`src/rtl/rx_pkg.sv`:
```
package rx_pkg;
   typedef enum logic [1:0] {
      RX_IDLE        = 2'd0,
      RX_START_CHECK = 2'd1,
      RX_DATA        = 2'd2,
      RX_STOP        = 2'd3
   } rx_state_e;

   // Nearest-integer clock cycles per serial bit.
   function automatic int unsigned calc_cpb(input longint unsigned clk_hz,
                                            input longint unsigned baud);
      longint unsigned q;
      q = (clk_hz + (baud / 2)) / baud;
      return 32'(q);
   endfunction
endpackage

```
`src/rtl/rx_line_sync.sv`:
```
module rx_line_sync #(
   parameter int unsigned STAGES = 2
) (
   input  logic clk,
   input  logic rst_n,
   input  logic rxd_i,
   output logic line_o,
   output logic fall_o
);
   generate
      if (STAGES < 2) begin : g_bad_stages
         $error("rx_line_sync: STAGES must be at least 2");
      end
   endgenerate

   logic [STAGES-1:0] chain;
   logic              prev;

   generate
      for (genvar i = 0; i < STAGES; i++) begin : g_stage
         if (i == 0) begin : g_first
            always_ff @(posedge clk or negedge rst_n) begin
               if (!rst_n) chain[0] <= 1'b1;
               else        chain[0] <= rxd_i;
            end
         end else begin : g_next
            always_ff @(posedge clk or negedge rst_n) begin
               if (!rst_n) chain[i] <= 1'b1;
               else        chain[i] <= chain[i-1];
            end
         end
      end
   endgenerate

   always_ff @(posedge clk or negedge rst_n) begin
      if (!rst_n) prev <= 1'b1;
      else        prev <= chain[STAGES-1];
   end

   assign line_o = chain[STAGES-1];
   assign fall_o = prev & ~chain[STAGES-1];
endmodule

```
`src/rtl/rx_bit_timer.sv`:
```
module rx_bit_timer #(
   parameter int unsigned CPB = 52
) (
   input  logic clk,
   input  logic rst_n,
   input  logic load_half,
   input  logic load_full,
   output logic tick
);
   localparam int unsigned HALF = CPB / 2;
   localparam int unsigned CW   = (CPB > 2) ? $clog2(CPB) : 1;

   generate
      if (CPB < 4) begin : g_bad_cpb
         $error("rx_bit_timer: CPB must be at least 4");
      end
   endgenerate

   logic [CW-1:0] cnt;

   always_ff @(posedge clk or negedge rst_n) begin
      if (!rst_n)              cnt <= '0;
      else if (load_half)      cnt <= CW'(HALF - 1);
      else if (load_full)      cnt <= CW'(CPB - 1);
      else if (cnt != '0)      cnt <= cnt - 1'b1;
   end

   assign tick = (cnt == '0);
endmodule

```
`src/rtl/rx_frame_fsm.sv`:
```
module rx_frame_fsm
   import rx_pkg::*;
#(
   parameter int unsigned DATA_BITS = 8
) (
   input  logic                 clk,
   input  logic                 rst_n,
   input  logic                 line,
   input  logic                 fall,
   input  logic                 tick,
   output logic                 load_half,
   output logic                 load_full,
   output logic                 commit,
   output logic [DATA_BITS-1:0] frame_byte
);
   localparam int unsigned IW = (DATA_BITS > 1) ? $clog2(DATA_BITS) : 1;

   generate
      if (DATA_BITS < 5 || DATA_BITS > 9) begin : g_bad_width
         $error("rx_frame_fsm: DATA_BITS must be 5 to 9");
      end
   endgenerate

   rx_state_e            state, state_nx;
   logic [IW-1:0]        idx;
   logic [DATA_BITS-1:0] shreg;
   logic                 last_bit;

   assign last_bit = (idx == IW'(DATA_BITS - 1));

   always_comb begin
      state_nx  = state;
      load_half = 1'b0;
      load_full = 1'b0;
      commit    = 1'b0;
      unique case (state)
         RX_IDLE: begin
            if (fall) begin
               state_nx  = RX_START_CHECK;
               load_half = 1'b1;
            end
         end
         RX_START_CHECK: begin
            if (tick) begin
               if (line) begin
                  state_nx = RX_IDLE;
               end else begin
                  state_nx  = RX_DATA;
                  load_full = 1'b1;
               end
            end
         end
         RX_DATA: begin
            if (tick) begin
               load_full = 1'b1;
               if (last_bit) state_nx = RX_STOP;
            end
         end
         RX_STOP: begin
            if (tick) begin
               state_nx = RX_IDLE;
               commit   = line;
            end
         end
         default: state_nx = RX_IDLE;
      endcase
   end

   always_ff @(posedge clk or negedge rst_n) begin
      if (!rst_n) begin
         state <= RX_IDLE;
         idx   <= '0;
         shreg <= '0;
      end else begin
         state <= state_nx;
         if (state == RX_START_CHECK) begin
            idx <= '0;
         end else if (state == RX_DATA && tick) begin
            shreg <= {line, shreg[DATA_BITS-1:1]};
            idx   <= last_bit ? '0 : idx + 1'b1;
         end
      end
   end

   assign frame_byte = shreg;
endmodule

```
`src/rtl/rx_hold_reg.sv`:
```
module rx_hold_reg #(
   parameter int unsigned W = 8
) (
   input  logic         clk,
   input  logic         rst_n,
   input  logic         commit,
   input  logic [W-1:0] new_byte,
   input  logic         rd,
   output logic [W-1:0] data,
   output logic         valid
);
   always_ff @(posedge clk or negedge rst_n) begin
      if (!rst_n) begin
         data  <= '0;
         valid <= 1'b0;
      end else if (commit) begin
         data  <= new_byte;
         valid <= 1'b1;
      end else if (rd) begin
         valid <= 1'b0;
      end
   end
endmodule

```
`src/rtl/serial_byte_rx.sv`:
```
module serial_byte_rx #(
   parameter int unsigned CLK_HZ      = 48_000_000,
   parameter int unsigned BAUD        = 921_600,
   parameter int unsigned DATA_BITS   = 8,
   parameter int unsigned SYNC_STAGES = 2
) (
   input  logic                 clk,
   input  logic                 rst_n,
   input  logic                 rxd_i,
   input  logic                 rd_i,
   output logic [DATA_BITS-1:0] data_o,
   output logic                 valid_o
);
   localparam int unsigned CPB = rx_pkg::calc_cpb(CLK_HZ, BAUD);

   generate
      if (BAUD == 0 || CLK_HZ < 4 * BAUD) begin : g_bad_rate
         $error("serial_byte_rx: CLK_HZ must be at least 4x BAUD");
      end
   endgenerate

   logic                 line_sync;
   logic                 line_fall;
   logic                 tick;
   logic                 load_half;
   logic                 load_full;
   logic                 commit;
   logic [DATA_BITS-1:0] frame_byte;

   rx_line_sync #(.STAGES(SYNC_STAGES)) u_sync (
      .clk    (clk),
      .rst_n  (rst_n),
      .rxd_i  (rxd_i),
      .line_o (line_sync),
      .fall_o (line_fall)
   );

   rx_bit_timer #(.CPB(CPB)) u_timer (
      .clk       (clk),
      .rst_n     (rst_n),
      .load_half (load_half),
      .load_full (load_full),
      .tick      (tick)
   );

   rx_frame_fsm #(.DATA_BITS(DATA_BITS)) u_fsm (
      .clk        (clk),
      .rst_n      (rst_n),
      .line       (line_sync),
      .fall       (line_fall),
      .tick       (tick),
      .load_half  (load_half),
      .load_full  (load_full),
      .commit     (commit),
      .frame_byte (frame_byte)
   );

   rx_hold_reg #(.W(DATA_BITS)) u_hold (
      .clk      (clk),
      .rst_n    (rst_n),
      .commit   (commit),
      .new_byte (frame_byte),
      .rd       (rd_i),
      .data     (data_o),
      .valid    (valid_o)
   );
endmodule

```
`config.mk`:
```
export PLATFORM = sky130hd
export DESIGN_NAME = serial_byte_rx
export DESIGN_NICKNAME = d
export VERILOG_FILES = /design/src/rtl/rx_pkg.sv /design/src/rtl/rx_line_sync.sv /design/src/rtl/rx_bit_timer.sv /design/src/rtl/rx_frame_fsm.sv /design/src/rtl/rx_hold_reg.sv /design/src/rtl/serial_byte_rx.sv
export SDC_FILE = /design/constraint.sdc
export NUM_CORES = 1
export LEC_CHECK = 0
export ABC_CLOCK_PERIOD_IN_PS = 3300
export BUFFER_PORTS_ARGS = -buffer_cell sky130_fd_sc_hd__buf_2
export CORE_ASPECT_RATIO = 0.6
export CORE_MARGIN = 2
export CORE_UTILIZATION = 33
export DETAILED_ROUTE_END_ITERATION = 6
export GPL_ROUTABILITY_DRIVEN = 1
export PLACE_DENSITY = 0.53
export SLEW_MARGIN = 20
export SYNTH_ARGS = -nofsm -noshare
export SYNTH_HDL_FRONTEND = slang
export SYNTH_HIERARCHICAL = 1
export SYNTH_SLANG_ARGS = --single-unit
```
`constraint.sdc`:
```
create_clock -name clk -period 3.3 [get_ports clk]
set_clock_uncertainty 0.2 [all_clocks]
set_input_delay 0.66 -clock clk [delete_from_list [all_inputs] [get_ports clk]]
set_output_delay 0.66 -clock clk [all_outputs]
set_load 0.01 [all_outputs]
```
==> metrics.md, run 1 <==
| Metric | Value |
|---|---|
| Sequential-to-total area share from yosys stat | `51.8%` |
| Worst setup path category | `flop to flop` |
| Violation count after the first detailed-routing iteration | `53` |
| Synth top area share | `46.6%` |
| Routed length per instance | `13.8 um` |
| Peak supply drop | `a little over 0.3 mV` |
| Crit path required time | `3260 ps` |
| Met1 Wirelength | `1390 um` |
| Worst-Margin Slew | `666 ps` |
| Initial antenna violation count | `0` |
| Final instance area | `1700 um^2` |
| Clock Tree Root | `clkbuf_8` |
| Max-slew violations | `0` |
| Antenna cells | `0` |
| Worst-path clk slew | `60 ps` |
| Clk pwr share | `around a quarter` |
| HP Class | `flop to flop` |
| Via Count | `about 890` |
| Post-synthesis area per instance | `~13 um^2` |
| CP top delay family | `simple AND/OR/NAND/NOR gates` |
| Row count | `18` |
| Pin count of the biggest net entering global routing | `32` |
| DRT Pass-1 Iters | `4` |
| Aggregate global routing overflow | `0` |
| CTS Hold Buffers Added | `0` |
| Setup bufs post-CTS | `0` |
| Hold Path Sink | `u_sync/line_o` |
| Core box area | `around 4200 um^2` |
| Data arrival time of the critical path | `2680 ps` |
| WL met3 | `123 um` |
| Post-Place Cells | `183` |
| Die W | `91.2 um` |
| Largest cells by area after synthesis | `dfrtp_1 47%, mux2_4 16%, ha_1 6.7%` |
| Prevailing post-synth register cell | `dfrtp_1` |
| Worst reg2reg path startpoint | `u_timer/cnt[2]` |
| # Max-Cap Violations | `0` |
| Port buffer count | `12` |
| Drt total wl | `2640 um` |
| Critical Path, Cell by Cell | `or3_1 -> nor2_1 -> nand2_1 -> a2111oi_2 -> mux2_1` |
| Post-synth ARST share | `100%` |
| Highest Clock Rate | `0.367 GHz` |
| Starting Density | `35.5%` |
| DP HPWL | `1900 um` |
| Max FO, Critical Path | `10` |
| Hold path depth | `0` |
| Critical Path End Type | `flop` |
| Slew headroom | `55.6%` |
| ANT nets after route | `0` |
| Gate Count Post-Synth | `around 110` |
| First-pass GRT wire length | `4490 um` |
| Internal reg-to-reg setup slack | `580 ps` |
| Min-Delay Startpoint | `u_sync/chain[0]` |
| Drt via density | `4.65` |
| P_sw | `372 uW` |
| Reg power frac | `43.1%` |
| Worst setup SP type | `flop` |
| Clock Path Buffers | `2` |
| TNS Setup | `0 ps` |
| Met2 wire len | `1090 um` |
| R2R depth | `5` |
| Nets@finish | `142` |
| Tot GR Track Use | `11.9%` |
| Synth Cell Area | `1510 um^2` |
| Share of cells above drive strength 1 | `between 30 and 40%` |
| Cell variety after synth | `39` |
| Area of placed instances | `1610 um^2` |
| Power per cell area | `670 nW/um^2` |
| Worst skew pair latency | `280 ps` |
| DRC viols | `0` |
| Setup violators final | `0` |
| Highest metal used | `met4` |
| Syn-to-layout area delta | `13.2%` |
| Num Clock Sinks | `31` |
| Slowest-stage cell, CP | `nor2_1` |
| H-Tree Level Count | `2` |
| Most frequent cell after synthesis | `dfrtp_1` |
| Syn nets | `126` |
| RSZ-0062 raised after global routing | `false` |
| Sw frac | `32.6%` |
| Post_cts resized | `0` |
| Total CTS buffers | `5` |
| Leak | `approximately 0.86 nW` |
| IO Count | `13` |
| Hold Slack | `around 160 ps` |
| Status | `complete, no violations` |
| Internal power | `769 uW` |
| Chip height | `56.3 um` |
| Final GP Congestion | `0.826` |
| Synth area leader | `dfrtp_1` |
| Syn. warnings | `6` |
| Number of hold violations in the final report | `0` |
| Combinational share of power | `a little under a third` |
| CTS tree | `built` |
| Layout Cells excl Fill | `between 150 and 200` |
| Die ar. | `5140 um^2` |
| Crit path from | `u_timer/cnt[2]` |
| Tcrit/Tclk final | `between 80% and 90%` |
| Count of state elements after synthesis | `31` |
| Commonest cells post-synth | `28 x dfrtp_1, 16 x mux2_4, 8 x ha_1, 8 x inv_1, 5 x nor2_1` |
| Worst Path Buf+Inv | `0` |
| Post-synth EDFFs | `0` |
| Slowest stage delay, CP | `530 ps` |
| Vias in the first global route | `905` |
| Period minus WS final | `~2700 ps` |
[flip-flops by register name (all words and copies together), names as in the netlist, named ones only]
name / flops
u_fsm/frame_byte: 8
u_fsm/state: 1
u_fsm/idx: 3
u_sync/line_o: 1
u_sync/prev: 1
u_hold/data: 8
u_sync/chain: 1
u_timer/cnt: 6
u_hold/valid: 1
[routing by layer]
metal | vias to the layer above | track usage, %
li1 | 430 | -
met1 | 432 | 16.8
met2 | 22 | 15.6
met5 | - | 0
met4 | 0 | 6.49
met3 | 4 | 4.43
[area by class of cell]
type / instances / area, um^2
Timing Repair Buffer: 12 / 60.1
Clock inverter: 1 / 5.00
Sequential cell: 31 / 779
Tap cell: 60 / 75.1
Multi-Input combinational cell: 72 / 668
Clock buffer: 7 / 86.3
Inverter: 8 / 30.0
Fill cell: 418 / 2530
[through the flow]
stage / power [mW] / utilization (%) / setup WS (ps)
floorplan: 0.765 / - / 903
global placement: 0.843 / 38.1 / 676
detailed placement: 0.842 / 38.1 / 595
CTS: 1.16 / 40.2 / 579
global route: 1.24 / 40.2 / 326
finish: 1.14 / 40.2 / 578
[power groups by stage]
stage | Clock, mW | Sequential, mW | Combinational (mW)
finish | 0.303 | 0.492 | 0.346
CTS | 0.317 | 0.491 | 0.347
detailed placement | 0 | 0.497 | 0.345
floorplan | 0 | 0.485 | 0.281
global placement | 0 | 0.497 | 0.346
global route | 0.340 | 0.504 | 0.393
[layout by cell type (no fill, tap or decap), types with 2 or more instances in the layout]
cell      instances
nor2_1            5
dfstp_2           3
buf_2            12
mux2_4           16
ha_1              8
nor2b_1           2
nor4_1            2
nand2_1           3
clkbuf_8          6
nand3_1           4
o211a_1           2
nor3_1            2
inv_1             8
a21oi_1           3
dfrtp_1          28
o31ai_1           2
[cell families after synthesis]
| logic type | count (synthesis) | synth area share, % |
|---|---|---|
| xor gates and xnor gates | 1 | 0.582 |
| buffers and inverters | 11 | 3.82 |
| and+or+nand+nor | 27 | 9.98 |
| AOI/OAI and AO/OA | 18 | 9.81 |
| muxes | 18 | 17.4 |
| DFF | 31 | 51.8 |
| adders and majority gates | 8 | 6.65 |
[worst max-delay path by stage]
stage | to | cells after the start
6_report | flop | 5
5_1_grt | flop | 7
4_1_cts | flop | 5
3_5_place_dp | u_hold/data[3] | 4
3_3_place_gp | u_hold/data[7] | 4
2_1_floorplan | flop | 6
(Power assumes the default switching activity.)
==> inputs of run 2 (changes only) <==
Settings changed: ABC_CLOCK_PERIOD_IN_PS 3300 to 2300, PLACE_DENSITY 0.53 to 0.55.
Clock period 3.3 ns to 2.3 ns, I/O delays scaled along.
==> run 2 against run 1 <==
Against the previous run: cell count increased by 3.7%; power increased by 63%; die area unchanged; sequential power increased by 42%; sequential cell count unchanged; via count increased by 8.0%; critical path type unchanged.
==> metrics.md, run 2 (same netlist as run 1, synthesis figures left out) <==
| Metric | Value |
|---|---|
| Status | `complete, no violations` |
| Via Count | `959` |
| Row count | `18` |
| WL met3 | `approximately 130 um` |
| Max FO, Critical Path | `6` |
| Routed length per instance | `13.4 um` |
| Period minus WS final | `between 2000 and 2500 ps` |
| Reg power frac | `37.8%` |
| Slew headroom | `53.3%` |
| CP top delay family | `simple AND/OR/NAND/NOR gates` |
| Worst-Margin Slew | `about 700 ps` |
| Core box area | `between 4000 and 5000 um^2` |
| Area of placed instances | `1680 um^2` |
| Syn-to-layout area delta | `20.6%` |
| Sw frac | `roughly a third` |
| Overall Power | `~1.9 mW` |
| DRC viols | `0` |
| Aggregate global routing overflow | `0` |
| CTS tree | `built` |
| Clk pwr share | `between 30% and 40%` |
| Drt via density | `4.84` |
| Critical Path, Cell by Cell | `or3_1 -> nor2_4 -> nand2_1 -> a2111oi_4 -> mux2_1` |
| Worst Path Buf+Inv | `0` |
| Nets@finish | `149` |
| Vias in the first global route | `around 950` |
| Final GP Congestion | `0.825` |
| Clock Tree Root | `clkbuf_8` |
| Post_cts resized | `0` |
| Share of cells above drive strength 1 | `39.1%` |
| Peak supply drop | `0.532 mV` |
| Most frequent cells in the layout | `28 x dfrtp_1, 16 x mux2_4, 12 x buf_2, 8 x inv_1, 8 x ha_1` |
| Clock Path Buffers | `2` |
| Data arrival time of the critical path | `2160 ps` |
| Reg area | `779 um^2` |
| Area of the multi-input gates | `688 um^2` |
| DP HPWL | `1820 um` |
| Highest metal used | `met4` |
| Total CTS buffers | `5` |
| Starting Density | `35.5%` |
| Max-slew violations | `0` |
| H-Tree Level Count | `2` |
| Die ar. | `around 5100 um^2` |
| IO Count | `13` |
| Chip height | `56.3 um` |
| DRT Pass-1 Iters | `4` |
| Final instance area | `1820 um^2` |
| Power per cell area | `1020 nW/um^2` |
| Worst setup SP type | `flop` |
| Leak | `0.914 nW` |
| Crit path required time | `2280 ps` |
| Combinational share of power | `a little under a third` |
| Met2 wire len | `1090 um` |
| Tcrit/Tclk final | `94.7%` |
| Setup violators final | `0` |
| First-pass GRT wire length | `between 4000 and 5000 um` |
| Pin count of the biggest net entering global routing | `32` |
| Number of hold violations in the final report | `0` |
| Worst skew pair latency | `290 ps` |
| Port buffer count | `12` |
| Drt total wl | `2650 um` |
| Critical Path End Type | `flop` |
| Met1 Wirelength | `1350 um` |
| Violation count after the first detailed-routing iteration | `76` |
| CTS Hold Buffers Added | `0` |
| Highest Clock Rate | `0.459 GHz` |
| # Max-Cap Violations | `0` |
| HP Class | `input pin to async pin` |
| Worst setup path category | `flop to flop` |
| Internal power | `approximately 1.3 mW` |
| Setup bufs post-CTS | `0` |
| Antenna cells | `0` |
| Num Clock Sinks | `31` |
| Worst-path clk slew | `70 ps` |
| Tot GR Track Use | `a little under an eighth` |
| Slowest stage delay, CP | `440 ps` |
| Initial antenna violation count | `0` |
| Slowest-stage cell, CP | `or3_1` |
| Most common cell after layout, fill and taps aside | `dfrtp_1` |
| ANT nets after route | `0` |
| P_sw | `about 600 uW` |
| Filler cells | `404` |
| Die W | `91.2 um` |
## run 2: power groups by stage
| stage | Sequential, mW | Combinational [mW] | Clock, mW |
|---|---|---|---|
| floorplan | 0.695 | 0.406 | 0 |
| global placement | 0.707 | 0.538 | 0 |
| detailed placement | 0.709 | 0.545 | 0 |
| CTS | 0.700 | 0.547 | 0.584 |
| global route | 0.713 | 0.651 | 0.605 |
| finish | 0.701 | 0.586 | 0.567 |
## run 2: final cells by class
class | instances | share of cell area [%]
Timing Repair Buffer | 19 | 6.89
Clock buffer | 6 | 4.55
Tap cell | 60 | 4.14
Inverter | 8 | 1.65
Multi-Input combinational cell | 72 | 37.9
Clock inverter | 2 | 1.93
Sequential cell | 31 | 42.9
## run 2: worst paths after layout
| check | start | end | slack, ps | cells past startpoint |
|---|---|---|---|---|
| max in group asynchronous | rst_n | u_fsm/frame_byte[4] | 1430 | 1 |
| worst max register to register | u_timer/cnt[4] | flop | 120 | 5 |
| worst max-delay path | u_timer/cnt[4] | flop | 120 | 5 |
| worst min-delay path | rst_n | u_timer/cnt[5] | 10 | 1 |
| worst min register to register | u_sync/chain[0] | u_sync/line_o | 160 | 0 |
| min in group clk | rxd_i | u_sync/chain[0] | 70 | 1 |
## run 2: worst reg2reg max path, cell delays in order, from the launching register on
cell and delay (ps):
dfrtp_1 400, or3_1 440, nor2_4 170, nand2_1 140
a2111oi_4 370, mux2_1 350
## run 2: per-stage QoR
stage                     setup slack (ps)  hold WS (ps)  TNS (ps)  cells  util (%)
after floorplan                       37.2         -35.6         0    114         -
after global placement                 162           147         0    190      39.7
after detailed placement              77.5           153         0    190      39.7
after CTS                             60.6          45.4         0    198      42.5
after global routing                 -11.8          59.3     -11.8    198      42.9
final                                  121          12.4         0    198      42.9
## run 2: layer usage
| layer | vias to the layer above | GRT usage (%) |
|---|---|---|
| met2 | 23 | 16.1 |
| met3 | 8 | 4.16 |
| met5 | - | 0 |
| met4 | 0 | 8.44 |
| met1 | 472 | 15.9 |
| li1 | 456 | - |
